--- config.mk ---
export PLATFORM = sky130hd
export DESIGN_NAME = cbus_rx_check
export DESIGN_NICKNAME = d
export VERILOG_FILES = /design/src/rtl/cbus_rx_pkg.sv /design/src/rtl/cbus_frame_seq.sv /design/src/rtl/cbus_bip_acc.sv /design/src/rtl/cbus_grant_chk.sv /design/src/rtl/cbus_cell_store.sv /design/src/rtl/cbus_rx_check.sv
export SDC_FILE = /design/constraint.sdc
export NUM_CORES = 1
export LEC_CHECK = 0
export ABC_AREA = 1
export BUFFER_PORTS_ARGS = -buffer_cell sky130_fd_sc_hd__buf_2
export CAP_MARGIN = 20
export CORE_ASPECT_RATIO = 0.5
export CORE_MARGIN = 2
export CORE_UTILIZATION = 25
export DETAILED_ROUTE_END_ITERATION = 6
export HOLD_SLACK_MARGIN = 0.06
export MAX_ROUTING_LAYER = met4
export PLACE_DENSITY = 0.47
export SLEW_MARGIN = 15
export SYNTH_ARGS = -nofsm -noshare
export SYNTH_HDL_FRONTEND = slang
export SYNTH_SLANG_ARGS = --single-unit
--- constraint.sdc ---
create_clock -name clk -period 7.7 [get_ports clk]
set_clock_uncertainty 0.2 [all_clocks]
set_input_delay 1.54 -clock clk [delete_from_list [all_inputs] [get_ports clk]]
set_output_delay 1.54 -clock clk [all_outputs]
set_load 0.05 [all_outputs]
--- src/rtl/cbus_rx_pkg.sv ---
package cbus_rx_pkg;
    typedef enum logic [1:0] {
        ST_IDLE  = 2'd0,
        ST_REQ   = 2'd1,
        ST_CELL  = 2'd2,
        ST_GRANT = 2'd3
    } rx_state_e;
endpackage

--- src/rtl/cbus_frame_seq.sv ---
module cbus_frame_seq
    import cbus_rx_pkg::*;
#(
    parameter int WORDS = 14,
    parameter int IW    = $clog2(WORDS)
) (
    input  logic          clk,
    input  logic          rst_n,
    input  logic          frame_start,
    output logic          in_cell,
    output logic          in_first,
    output logic          in_grant,
    output logic [IW-1:0] widx,
    output rx_state_e     state
);
    localparam logic [IW-1:0] LAST = IW'(WORDS - 1);

    rx_state_e     st_q, st_d;
    logic [IW-1:0] idx_q, idx_d;

    // next state
    always_comb begin
        st_d  = st_q;
        idx_d = idx_q;
        if (frame_start) begin
            st_d  = ST_CELL;          // T_START
            idx_d = '0;
        end else begin
            unique case (st_q)
                ST_IDLE:  st_d = ST_IDLE;                // T_IDLE_HOLD
                ST_REQ: begin
                    st_d  = ST_CELL;                     // T_REQ_CELL
                    idx_d = '0;
                end
                ST_CELL: begin
                    if (idx_q == LAST) st_d = ST_GRANT;  // T_CELL_GRANT
                    else idx_d = idx_q + 1'b1;           // T_CELL_NEXT
                end
                ST_GRANT: st_d = ST_REQ;                 // T_GRANT_REQ
                default:  st_d = ST_IDLE;
            endcase
        end
    end

    // state register
    always_ff @(posedge clk) begin
        if (!rst_n) begin
            st_q  <= ST_IDLE;
            idx_q <= '0;
        end else begin
            st_q  <= st_d;
            idx_q <= idx_d;
        end
    end

    // outputs: a start pulse always means the word on the bus is cycle 0
    always_comb begin
        in_cell  = (st_q == ST_CELL) && !frame_start;
        in_grant = (st_q == ST_GRANT) && !frame_start;
        in_first = in_cell && (idx_q == '0);
        widx     = idx_q;
        state    = st_q;
    end
endmodule

--- src/rtl/cbus_bip_acc.sv ---
module cbus_bip_acc #(
    parameter int DW   = 32,
    parameter int SKIP = 2
) (
    input  logic          clk,
    input  logic          rst_n,
    input  logic          in_cell,
    input  logic          in_first,
    input  logic [DW-1:0] word,
    output logic [7:0]    acc
);
    localparam int BPW = DW / 8;

    logic [7:0] fold;
    logic [7:0] acc_q;

    always_comb begin
        fold = '0;
        for (int j = 0; j < BPW; j++) begin
            if (!(in_first && (j < SKIP)))
                fold = fold ^ word[DW-1-8*j -: 8];
        end
    end

    always_ff @(posedge clk) begin
        if (!rst_n)
            acc_q <= 8'hFF;
        else if (in_cell)
            acc_q <= (in_first ? 8'hFF : acc_q) ^ fold;
    end

    assign acc = acc_q;
endmodule

--- src/rtl/cbus_grant_chk.sv ---
module cbus_grant_chk #(
    parameter int DW = 32,
    parameter int AW = 5
) (
    input  logic          clk,
    input  logic          rst_n,
    input  logic          in_grant,
    input  logic [DW-1:0] word,
    input  logic [7:0]    acc,
    input  logic [AW-1:0] unit_addr,
    output logic          bip_err,
    output logic          par_err,
    output logic          granted
);
    localparam int EN_BIT  = AW;
    localparam int PAR_BIT = AW + 1;

    logic odd_ok, hit;

    always_comb begin
        odd_ok = ^word[PAR_BIT:0];
        hit    = word[EN_BIT] && odd_ok && (word[AW-1:0] == unit_addr);
    end

    always_ff @(posedge clk) begin
        if (!rst_n) begin
            bip_err <= 1'b0;
            par_err <= 1'b0;
            granted <= 1'b0;
        end else if (in_grant) begin
            bip_err <= (acc != word[DW-1 -: 8]);
            par_err <= !odd_ok;
            granted <= hit;
        end
    end
endmodule

--- src/rtl/cbus_cell_store.sv ---
module cbus_cell_store #(
    parameter int DW    = 32,
    parameter int WORDS = 14,
    parameter int IW    = $clog2(WORDS)
) (
    input  logic                clk,
    input  logic                rst_n,
    input  logic                in_cell,
    input  logic                in_grant,
    input  logic [IW-1:0]       widx,
    input  logic [DW-1:0]       word,
    output logic [WORDS*DW-1:0] cell_data
);
    logic [DW-1:0] shadow [WORDS];

    for (genvar g = 0; g < WORDS; g++) begin : g_word
        always_ff @(posedge clk) begin
            if (!rst_n) begin
                shadow[g] <= '0;
                cell_data[(WORDS-1-g)*DW +: DW] <= '0;
            end else begin
                if (in_cell && (widx == IW'(g)))
                    shadow[g] <= word;
                if (in_grant)
                    cell_data[(WORDS-1-g)*DW +: DW] <= shadow[g];
            end
        end
    end
endmodule

--- src/rtl/cbus_rx_check.sv ---
module cbus_rx_check
    import cbus_rx_pkg::*;
#(
    parameter int DW    = 32,
    parameter int WORDS = 14,
    parameter int AW    = 5,
    parameter int SKIP  = 2
) (
    input  logic                clk,
    input  logic                rst_n,
    input  logic                frame_start,
    input  logic [DW-1:0]       bus_data,
    input  logic [AW-1:0]       unit_addr,
    output logic [WORDS*DW-1:0] cell_data,
    output logic                bip_err,
    output logic                gnt_par_err,
    output logic                granted_next
);
    localparam int IW = $clog2(WORDS);

    logic          in_cell, in_first, in_grant;
    logic [IW-1:0] widx;
    logic [7:0]    acc;
    rx_state_e     state;

    cbus_frame_seq #(.WORDS(WORDS), .IW(IW)) u_seq (
        .clk(clk), .rst_n(rst_n), .frame_start(frame_start),
        .in_cell(in_cell), .in_first(in_first), .in_grant(in_grant),
        .widx(widx), .state(state)
    );

    cbus_bip_acc #(.DW(DW), .SKIP(SKIP)) u_bip (
        .clk(clk), .rst_n(rst_n), .in_cell(in_cell), .in_first(in_first),
        .word(bus_data), .acc(acc)
    );

    cbus_grant_chk #(.DW(DW), .AW(AW)) u_gnt (
        .clk(clk), .rst_n(rst_n), .in_grant(in_grant), .word(bus_data),
        .acc(acc), .unit_addr(unit_addr), .bip_err(bip_err),
        .par_err(gnt_par_err), .granted(granted_next)
    );

    cbus_cell_store #(.DW(DW), .WORDS(WORDS), .IW(IW)) u_store (
        .clk(clk), .rst_n(rst_n), .in_cell(in_cell), .in_grant(in_grant),
        .widx(widx), .word(bus_data), .cell_data(cell_data)
    );
endmodule

==> results_tabular.tex, run 1 <==
\begin{tabular}{lr}
\hline
Metric & Value \\
\hline
\multicolumn{2}{l}{\textbf{Floorplan}} \\
\quad Initial Util & 25.2\% \\
\quad Die footprint & 0.133 mm2 \\
\quad Width of the die & 514 um \\
\quad Std-Cell Core Area & 0.129 mm2 \\
\quad Row count & 93 \\
\quad Die height & 259 um \\
\quad Number of primary I/O pins & 491 \\
\multicolumn{2}{l}{\textbf{Min path}} \\
\quad Class of the tightest hold or removal check & reg2reg \\
\quad Startpoint of the worst hold path & u\_store.shadow[8][21]\$\_SDFFCE\_PN0P\_ \\
\multicolumn{2}{l}{\textbf{Placement}} \\
\quad Area after detailed placement & 0.0368 mm2 \\
\quad Detailed-placement wirelength estimate & 75200 um \\
\quad Last weighted congestion value of the routability-driven placer & 0.817 \\
\quad IO buf count & 490 \\
\quad Placed cell count & 5271 \\
\multicolumn{2}{l}{\textbf{CTS}} \\
\quad Number of resized instances in the post-cts repair step & 0 \\
\quad CTS H-Tree Depth & 3 \\
\quad Clock latency on the worst-skew pair & 680 ps \\
\quad TritonCTS clock tree & done \\
\quad Number of post-CTS setup repair buffers & 0 \\
\quad Post-CTS clock slew at the launch and capture registers of the worst setup and hold paths & 60 ps \\
\quad Clock root buffer & sky130\_fd\_sc\_hd\_\_clkbuf\_16 \\
\quad Sinks on the clock net & 913 \\
\quad Number of buffers added to fix hold violations after cts & 0 \\
\quad Clock buffers created by TritonCTS & 90 \\
\quad Clock buffer depth & 3 \\
\multicolumn{2}{l}{\textbf{STA}} \\
\quad Final total negative setup slack & 0 ps \\
\quad Fmax & 285 MHz \\
\quad Headroom to the max-slew limit & 28.2\% \\
\quad Fin crit period & 3510 ps \\
\quad Actual transition at the worst max-transition pin & 1080 ps \\
\quad RSZ-0062 raised after global routing & no \\
\quad Final setup viols & 0 \\
\quad Number of hold violations in the final report & 0 \\
\quad Fin. max-slew vios & 0 \\
\quad Final cycle utilization of the critical path & 45.5\% \\
\multicolumn{2}{l}{\textbf{Global route}} \\
\quad Aggregate global routing overflow & 0 \\
\quad Combined global-route utilization of all metal layers & 17.9\% \\
\quad Number of global-route vias before repair & 23700 \\
\quad Antenna violations before repair & 12 \\
\quad Wire length of the first global-routing pass & 168000 um \\
\quad Largest net degree at the start of global routing & 194 \\
\multicolumn{2}{l}{\textbf{Worst setup path}} \\
\quad Stage delay of the slowest cell on the critical path & 730 ps \\
\quad RR Startpoint & u\_seq.state[1]\$\_SDFFE\_PN0P\_ \\
\quad R2R setup slack & 4600 ps \\
\quad CP Class & in2reg \\
\quad Buffers \& Inverters on Critical Path & 3 \\
\quad Slowest stage cell, crit path & sky130\_fd\_sc\_hd\_\_buf\_4 \\
\quad Maximum net fanout on the critical path & 97 \\
\quad Start point of the critical path & rst\_n \\
\quad Most used cell along the critical path & sky130\_fd\_sc\_hd\_\_buf\_4 \\
\quad Worst EP arrival & 3900 ps \\
\quad Top Family by Delay on Critical Path & buffers and inverters \\
\quad Required @ worst endpoint & 8100 ps \\
\quad Worst Setup End Kind & flip-flop \\
\quad Worst setup SP type & primary input \\
\quad Cells traversed along the worst timing path & buf\_8, buf\_4, buf\_4, o21ai\_0, nor2\_1 \\
\multicolumn{2}{l}{\textbf{Power}} \\
\quad Largest vdd supply drop & 0.132 mV \\
\quad Power density of the placed cells & 258 mW/mm2 \\
\quad Total leakage power & 18.1 nW \\
\quad Power Total & 10.3 mW \\
\multicolumn{2}{l}{\textbf{Yosys}} \\
\quad Fraction of synthesis flops using an asynchronous set or reset pin & 0\% \\
\quad Synth Register Bits & 913 \\
\quad Syn Nets & 3285 \\
\quad Top\_reg\_cell synth & sky130\_fd\_sc\_hd\_\_dfxtp\_1 \\
\quad Number of instances in the synthesized netlist & 3238 \\
\quad Main area contributors after synthesis & sky130\_fd\_sc\_hd\_\_edfxtp\_1 (41\%), sky130\_fd\_sc\_hd\_\_dfxtp\_1 (29\%), sky130\_fd\_sc\_hd\_\_nor2\_1 (16\%) \\
\quad Number of distinct library cells after synthesis & 27 \\
\quad Number of flops mapped to enable cells by yosys & 448 \\
\quad Cell Area, Synth & 0.0325 mm2 \\
\quad Fraction of post-synthesis cell area in the top cell type by area & 41.3\% \\
\quad Warning count from the yosys run & 0 \\
\quad Cell type with the highest aggregate area in the netlist & sky130\_fd\_sc\_hd\_\_edfxtp\_1 \\
\quad Register area share after synthesis & 69.9\% \\
\quad Avg Cell Area, Syn & 10.1 um2 \\
\multicolumn{2}{l}{\textbf{Cells and area}} \\
\quad Register Area & 0.0228 mm2 \\
\quad Post-layout nets & 3701 \\
\quad Fillers & 13400 \\
\quad Proportion of layout cells with a drive suffix above 1 & 19.4\% \\
\quad Finished Layout Cells & 5444 \\
\quad Non-Filler Cell Area, Final & 0.0398 mm2 \\
\quad Footprint of the multi-input gates & 0.00865 mm2 \\
\quad Area growth from synthesis to layout & 22.4\% \\
\multicolumn{2}{l}{\textbf{Status}} \\
\quad Result of the run & finished with violations \\
\quad Failing checks & design-rule violations \\
\multicolumn{2}{l}{\textbf{Routing}} \\
\quad Number of violations reported at the end of detailed-routing iteration 0 & 2438 \\
\quad DRT Pass-1 Iters & 7 \\
\quad Total via count in the routed design & 24500 \\
\quad Antenna-violating nets left & 0 \\
\quad Post-DR wirelength/cell & 21.8 um \\
\quad Number of design rule violations left after detail routing & 10 \\
\quad Drt total wl & 119000 um \\
\quad Vias per cell & 4.50 \\
\multicolumn{2}{l}{\textbf{Run}} \\
\quad Maximum Capacitance Violations & 0 \\
\hline
\end{tabular}
-- cell usage in the layout (no fill, tap or decap), types with 5 or more instances in the layout --
cell and count:
sky130_fd_sc_hd__o21ai_4 10, sky130_fd_sc_hd__clkbuf_16 93, sky130_fd_sc_hd__clkbuf_8 15, sky130_fd_sc_hd__nor2_1 1364
sky130_fd_sc_hd__o21ai_0 451, sky130_fd_sc_hd__inv_1 68, sky130_fd_sc_hd__clkinv_2 14, sky130_fd_sc_hd__a21oi_1 5
sky130_fd_sc_hd__nand3_1 37, sky130_fd_sc_hd__dfxtp_1 465, sky130_fd_sc_hd__clkinv_1 8, sky130_fd_sc_hd__buf_4 61
sky130_fd_sc_hd__buf_2 489, sky130_fd_sc_hd__xor2_1 18, sky130_fd_sc_hd__edfxtp_1 448, sky130_fd_sc_hd__nand4_1 16
sky130_fd_sc_hd__nand2_1 83, sky130_fd_sc_hd__clkbuf_1 29, sky130_fd_sc_hd__ha_1 7
-- per-stage QoR --
step           utilization (%)  hold slack, ps  setup WS [ps]
2_1_floorplan                -             247           2510
3_3_place_gp              28.6             251           3540
3_5_place_dp              28.6             258           3500
4_1_cts                   30.9             273           4240
5_1_grt                   30.9             290           4000
6_report                  30.9             266           4190
-- sequential cells by signal (all words and copies together) (netlist names) --
signal,flops
u_gnt.granted,1
u_gnt.par_err,1
u_gnt.bip_err,1
u_bip.acc,8
u_seq.widx,4
u_store.cell_data,448
u_seq.state,2
u_store.shadow,448
-- cell type report --
class	instances	share of cell area, %
diodes	4	0.0251
multi-input cells	2016	21.7
well taps	1710	5.37
repair buffers	555	7.55
flip-flops and latches	913	57.2
clock buffers	137	6.64
inverters	78	0.754
clock inverters	31	0.792
-- tightest hold or removal path, stage by stage (launching register included) --
cell	delay (ps)
sky130_fd_sc_hd__edfxtp_1	320
sky130_fd_sc_hd__nor2_1	40
sky130_fd_sc_hd__nor2_1	80
-- metal layers --
metal	part of all wire, %	GRT usage (%)	vias to the layer above
li1	-	-	11400
met1	42	21.8	12300
met2	49	29.9	659
met3	5.9	3.70	164
met4	2.9	5.11	0
met5	0	-	-
-- power by group --
part,switching [mW],total (mW),internal [mW]
sequential,0.0564,5.27,5.21
clock,1.96,4.48,2.52
combinational,0.446,0.543,0.0970
total,2.46,10.3,7.82
-- cells in the mapped netlist, types with 5 or more instances --
| cell | number |
|---|---|
| sky130_fd_sc_hd__clkbuf_1 | 122 |
| sky130_fd_sc_hd__buf_2 | 103 |
| sky130_fd_sc_hd__nand4_1 | 16 |
| sky130_fd_sc_hd__ha_1 | 7 |
| sky130_fd_sc_hd__nand2_1 | 83 |
| sky130_fd_sc_hd__dfxtp_1 | 465 |
| sky130_fd_sc_hd__edfxtp_1 | 448 |
| sky130_fd_sc_hd__nand3_1 | 41 |
| sky130_fd_sc_hd__xor2_1 | 18 |
| sky130_fd_sc_hd__inv_1 | 71 |
| sky130_fd_sc_hd__o21ai_0 | 461 |
| sky130_fd_sc_hd__a21oi_1 | 5 |
| sky130_fd_sc_hd__nor2_1 | 1365 |
-- cell families after synthesis --
group                    after synthesis  synth area share (%)
AO/OA/AOI/OAI                        470                  7.26
XOR/XNOR                              22                 0.592
adder cells (fa/ha/maj)                7                 0.269
buffers and inverters                309                  4.01
flip-flops                           913                  69.9
AND/OR/NAND/NOR                     1517                  17.9
-- worst paths after layout --
| check | to | cells after the start |
|---|---|---|
| worst min-delay path | u_store.cell_data[181]$_SDFFE_PN0P_ | 2 |
| worst max register to register | u_store.cell_data[300]$_SDFFE_PN0P_ | 8 |
| worst min register to register | u_store.cell_data[181]$_SDFFE_PN0P_ | 2 |
| worst max-delay path | u_store.cell_data[399]$_SDFFE_PN0P_ | 5 |
No activity file was read; power rests on OpenSTA's default activity.
==> inputs of run 2 (changes only) <==
--- a/config.mk
+++ b/config.mk
@@ -5,7 +5,7 @@
 export SDC_FILE = /design/constraint.sdc
 export NUM_CORES = 1
 export LEC_CHECK = 0
-export ABC_AREA = 1
+export ABC_AREA = 0
 export BUFFER_PORTS_ARGS = -buffer_cell sky130_fd_sc_hd__buf_2
 export CAP_MARGIN = 20
 export CORE_ASPECT_RATIO = 0.5
==> constraint.sdc (replaced) <==
create_clock -name clk -period 3.35 [get_ports clk]
set_clock_uncertainty 0.2 [all_clocks]
set_input_delay 0.67 -clock clk [delete_from_list [all_inputs] [get_ports clk]]
set_output_delay 0.67 -clock clk [all_outputs]
set_load 0.05 [all_outputs]
==> results_tabular.tex, run 2 <==
\begin{tabular}{lr}
\hline
Metric & Value \\
\hline
\multicolumn{2}{l}{\textbf{Yosys}} \\
\quad Cell with the most instances after synthesis & sky130\_fd\_sc\_hd\_\_nand2\_1 \\
\quad Fraction of synthesis flops using an asynchronous set or reset pin & 0\% (unchanged) \\
\quad Synth Register Bits & 913 (unchanged) \\
\quad Register area share after synthesis & 65.1\% (-4.9 points) \\
\quad Fraction of post-synthesis cell area in the top cell type by area & 38.5\% (-2.9 points) \\
\quad Main area contributors after synthesis & sky130\_fd\_sc\_hd\_\_edfxtp\_1 (38\%), sky130\_fd\_sc\_hd\_\_dfxtp\_1 (27\%), sky130\_fd\_sc\_hd\_\_nand2\_1 (9.7\%) \\
\quad Warning count from the yosys run & 0 (unchanged) \\
\quad Syn Nets & 3208 (-2.3\%) \\
\quad Synth top cells by count & sky130\_fd\_sc\_hd\_\_nand2\_1 (908), sky130\_fd\_sc\_hd\_\_dfxtp\_1 (465), sky130\_fd\_sc\_hd\_\_edfxtp\_1 (448), sky130\_fd\_sc\_hd\_\_and2\_1 (416), sky130\_fd\_sc\_hd\_\_a21boi\_1 (392) \\
\quad Top\_reg\_cell synth & sky130\_fd\_sc\_hd\_\_dfxtp\_1 \\
\quad Number of distinct library cells after synthesis & 43 (+59\%) \\
\quad Avg Cell Area, Syn & 11.1 um2 (+10\%) \\
\quad Number of flops mapped to enable cells by yosys & 448 (unchanged) \\
\quad Number of instances in the synthesized netlist & 3161 (-2.4\%) \\
\quad Cell Area, Synth & 0.0350 mm2 (+7.5\%) \\
\quad Cell type with the highest aggregate area in the netlist & sky130\_fd\_sc\_hd\_\_edfxtp\_1 \\
\multicolumn{2}{l}{\textbf{Global route}} \\
\quad Number of global-route vias before repair & 22900 (-3.5\%) \\
\quad Aggregate global routing overflow & 0 (unchanged) \\
\quad Combined global-route utilization of all metal layers & 16.8\% (-1.1 points) \\
\quad Largest net degree at the start of global routing & 116 (-40\%) \\
\quad Antenna violations before repair & 35 (+23) \\
\quad Wire length of the first global-routing pass & 167000 um (-0.59\%) \\
\multicolumn{2}{l}{\textbf{Routing}} \\
\quad Vias per cell & 4.35 (-3.5\%) \\
\quad Drt total wl & 120000 um (+1.5\%) \\
\quad Number of violations reported at the end of detailed-routing iteration 0 & 1695 (-30\%) \\
\quad DRT Pass-1 Iters & 6 (-1) \\
\quad Number of design rule violations left after detail routing & 0 (-10) \\
\quad Post-DR wirelength/cell & 21.8 um (about the same) \\
\quad Antenna-violating nets left & 0 (unchanged) \\
\quad Total via count in the routed design & 24000 (-2.0\%) \\
\multicolumn{2}{l}{\textbf{Power}} \\
\quad Power Total & 23.4 mW (+130\%) \\
\quad Largest vdd supply drop & 0.335 mV (+150\%) \\
\quad Total leakage power & 16.4 nW (-9.4\%) \\
\quad Power density of the placed cells & 550 mW/mm2 (+110\%) \\
\multicolumn{2}{l}{\textbf{Cells and area}} \\
\quad Leading cell types in the layout, fill and taps excluded & sky130\_fd\_sc\_hd\_\_nand2\_1 (907), sky130\_fd\_sc\_hd\_\_buf\_2 (489), sky130\_fd\_sc\_hd\_\_dfxtp\_1 (465) \\
\quad Area growth from synthesis to layout & 21.6\% \\
\quad Utilization after layout & 30.8\% (-0.070 points) \\
\quad Most common cell after layout, fill and taps aside & sky130\_fd\_sc\_hd\_\_nand2\_1 \\
\quad Post-layout nets & 3620 (-2.2\%) \\
\quad Proportion of layout cells with a drive suffix above 1 & 20.6\% (+1.2 points) \\
\quad Finished Layout Cells & 5528 (+1.5\%) \\
\multicolumn{2}{l}{\textbf{Worst setup path}} \\
\quad Worst EP arrival & 2760 ps (-1140 ps) \\
\quad Worst Setup End Kind & flip-flop \\
\quad Top Family by Delay on Critical Path & simple AND/OR/NAND/NOR gates \\
\quad Endpoint of the worst-slack reg-to-reg timing path & u\_store.shadow[1][16]\$\_SDFFCE\_PN0P\_ \\
\quad Buffers \& Inverters on Critical Path & 2 (-1) \\
\quad Stage delay of the slowest cell on the critical path & 500 ps (-230 ps) \\
\quad Cells traversed along the worst timing path & inv\_1, ha\_1, and2b\_4, nand2\_2, o21ai\_4, buf\_4 \\
\quad RR Startpoint & u\_seq.state[0]\$\_SDFFE\_PP0P\_ \\
\quad Slowest stage cell, crit path & sky130\_fd\_sc\_hd\_\_o21ai\_4 \\
\quad Required @ worst endpoint & 3510 ps (-4590 ps) \\
\quad R2R setup slack & 760 ps (-3840 ps) \\
\quad Maximum net fanout on the critical path & 12 (-88\%) \\
\quad CP Class & reg2reg \\
\quad Worst reg-to-reg path cell count & 6 (-2) \\
\quad Worst setup SP type & flip-flop \\
\multicolumn{2}{l}{\textbf{Min path}} \\
\quad Sink of the worst hold path & u\_seq.state[1]\$\_SDFFE\_PN0P\_ \\
\quad Worst hold path cell count & 2 (unchanged) \\
\quad Startpoint of the worst hold path & frame\_start \\
\quad Class of the tightest hold or removal check & in2reg \\
\multicolumn{2}{l}{\textbf{Floorplan}} \\
\quad Width of the die & 533 um (+3.6\%) \\
\quad Number of primary I/O pins & 491 (unchanged) \\
\quad Die height & 268 um (+3.6\%) \\
\quad Initial Util & 25.3\% (+0.096 points) \\
\quad Std-Cell Core Area & 0.138 mm2 (+7.0\%) \\
\quad Row count & 96 (+3.2\%) \\
\quad Die footprint & 0.143 mm2 (+7.4\%) \\
\multicolumn{2}{l}{\textbf{Placement}} \\
\quad Placed cell count & 5340 (+1.3\%) \\
\quad Last weighted congestion value of the routability-driven placer & 0.797 (-2.4\%) \\
\quad IO buf count & 490 (unchanged) \\
\quad Detailed-placement wirelength estimate & 79700 um (+6.0\%) \\
\multicolumn{2}{l}{\textbf{STA}} \\
\quad Headroom to the max-slew limit & 39.8\% (+12 points) \\
\quad Fmax & 386 MHz \\
\quad Fin. max-slew vios & 0 (unchanged) \\
\quad Final cycle utilization of the critical path & 77.4\% \\
\quad WHS & 195 ps (-70.3 ps) \\
\quad Actual transition at the worst max-transition pin & 903 ps (-175 ps) \\
\quad Final setup viols & 0 (unchanged) \\
\quad Fin crit period & 2590 ps \\
\quad RSZ-0062 raised after global routing & no \\
\quad Number of hold violations in the final report & 0 (unchanged) \\
\multicolumn{2}{l}{\textbf{CTS}} \\
\quad Number of buffers added to fix hold violations after cts & 0 (unchanged) \\
\quad Post-CTS clock slew at the launch and capture registers of the worst setup and hold paths & 60 ps (about the same) \\
\quad Number of resized instances in the post-cts repair step & 0 (unchanged) \\
\quad TritonCTS clock tree & done \\
\quad CTS H-Tree Depth & 3 (unchanged) \\
\quad Number of post-CTS setup repair buffers & 0 (unchanged) \\
\quad Clock buffer depth & 3 (unchanged) \\
\quad Clock root buffer & sky130\_fd\_sc\_hd\_\_clkbuf\_16 \\
\quad Clock buffers created by TritonCTS & 93 (+3.3\%) \\
\quad Clock latency on the worst-skew pair & 680 ps (about the same) \\
\quad Sinks on the clock net & 913 (unchanged) \\
\multicolumn{2}{l}{\textbf{Run}} \\
\quad Maximum Capacitance Violations & 0 (unchanged) \\
\multicolumn{2}{l}{\textbf{Status}} \\
\quad Result of the run & completed \\
\hline
\end{tabular}
run 2: worst reg2reg max path, delay by kind of cell (launching register included):
kind | cells | cell delay, ps
simple gates | 2 | 520
compound gates | 1 | 500
buf+inv | 2 | 380
flops | 1 | 340
fa+ha+maj | 1 | 340
run 2: where the power goes:
part           leakage, nW  switching, mW  internal [mW]
sequential            8.38         0.0906           11.9
clock                 1.47           4.45           5.89
combinational         6.54          0.780          0.274
run 2: layout make-up:
class,instances,area [um2]
Fill cell,14200,95500
Sequential cell,913,22800
Multi-Input combinational cell,1991,11100
Timing Repair Buffer,570,3260
Clock buffer,144,2710
Tap cell,1862,2330
Clock inverter,32,280
Antenna cell,12,30.0
Inverter,4,15.0
run 2: how the worst max path moves through the flow:
stage                           startpoint                             endpoint  cells after the start
2_1_floorplan                  frame_start  u_store.shadow[11][0]$_SDFFCE_PN0P_                      4
3_3_place_gp                   frame_start  u_store.shadow[1][16]$_SDFFCE_PN0P_                      5
3_5_place_dp                   frame_start  u_store.shadow[1][16]$_SDFFCE_PN0P_                      5
4_1_cts        u_seq.state[0]$_SDFFE_PP0P_   u_store.shadow[1][9]$_SDFFCE_PN0P_                      6
5_1_grt        u_seq.state[0]$_SDFFE_PP0P_  u_store.shadow[1][16]$_SDFFCE_PN0P_                      6
6_report       u_seq.state[0]$_SDFFE_PP0P_  u_store.shadow[1][16]$_SDFFCE_PN0P_                      6
run 2: per-layer routing:
metal / vias up / routed length (um) / global-route usage [%]
li1: 11300 / - / -
met1: 11900 / 49000 / 20.5
met2: 626 / 59600 / 28.2
met3: 171 / 8240 / 3.35
met4: 0 / 3520 / 4.80
met5: - / 0 / -
run 2: metrics by stage:
step | TNS [ps] | instance area [um2] | setup slack [ps]
after floorplan | -182170 | 35000 | -780
after global placement | 0 | 39500 | 604
after detailed placement | 0 | 39500 | 583
after CTS | 0 | 42500 | 749
after global routing | 0 | 42500 | 653
final | 0 | 42500 | 758
run 2: cell families after synthesis:
| logic type | Yosys count | share of synthesized area, % |
|---|---|---|
| and+or+nand+nor | 1429 | 19.3 |
| muxes | 1 | 0.0286 |
| AOI/OAI and AO/OA | 510 | 10.8 |
| buffers and inverters | 257 | 3.48 |
| xor gates and xnor gates | 44 | 1.10 |
| DFF | 913 | 65.1 |
| adders and majority gates | 7 | 0.250 |
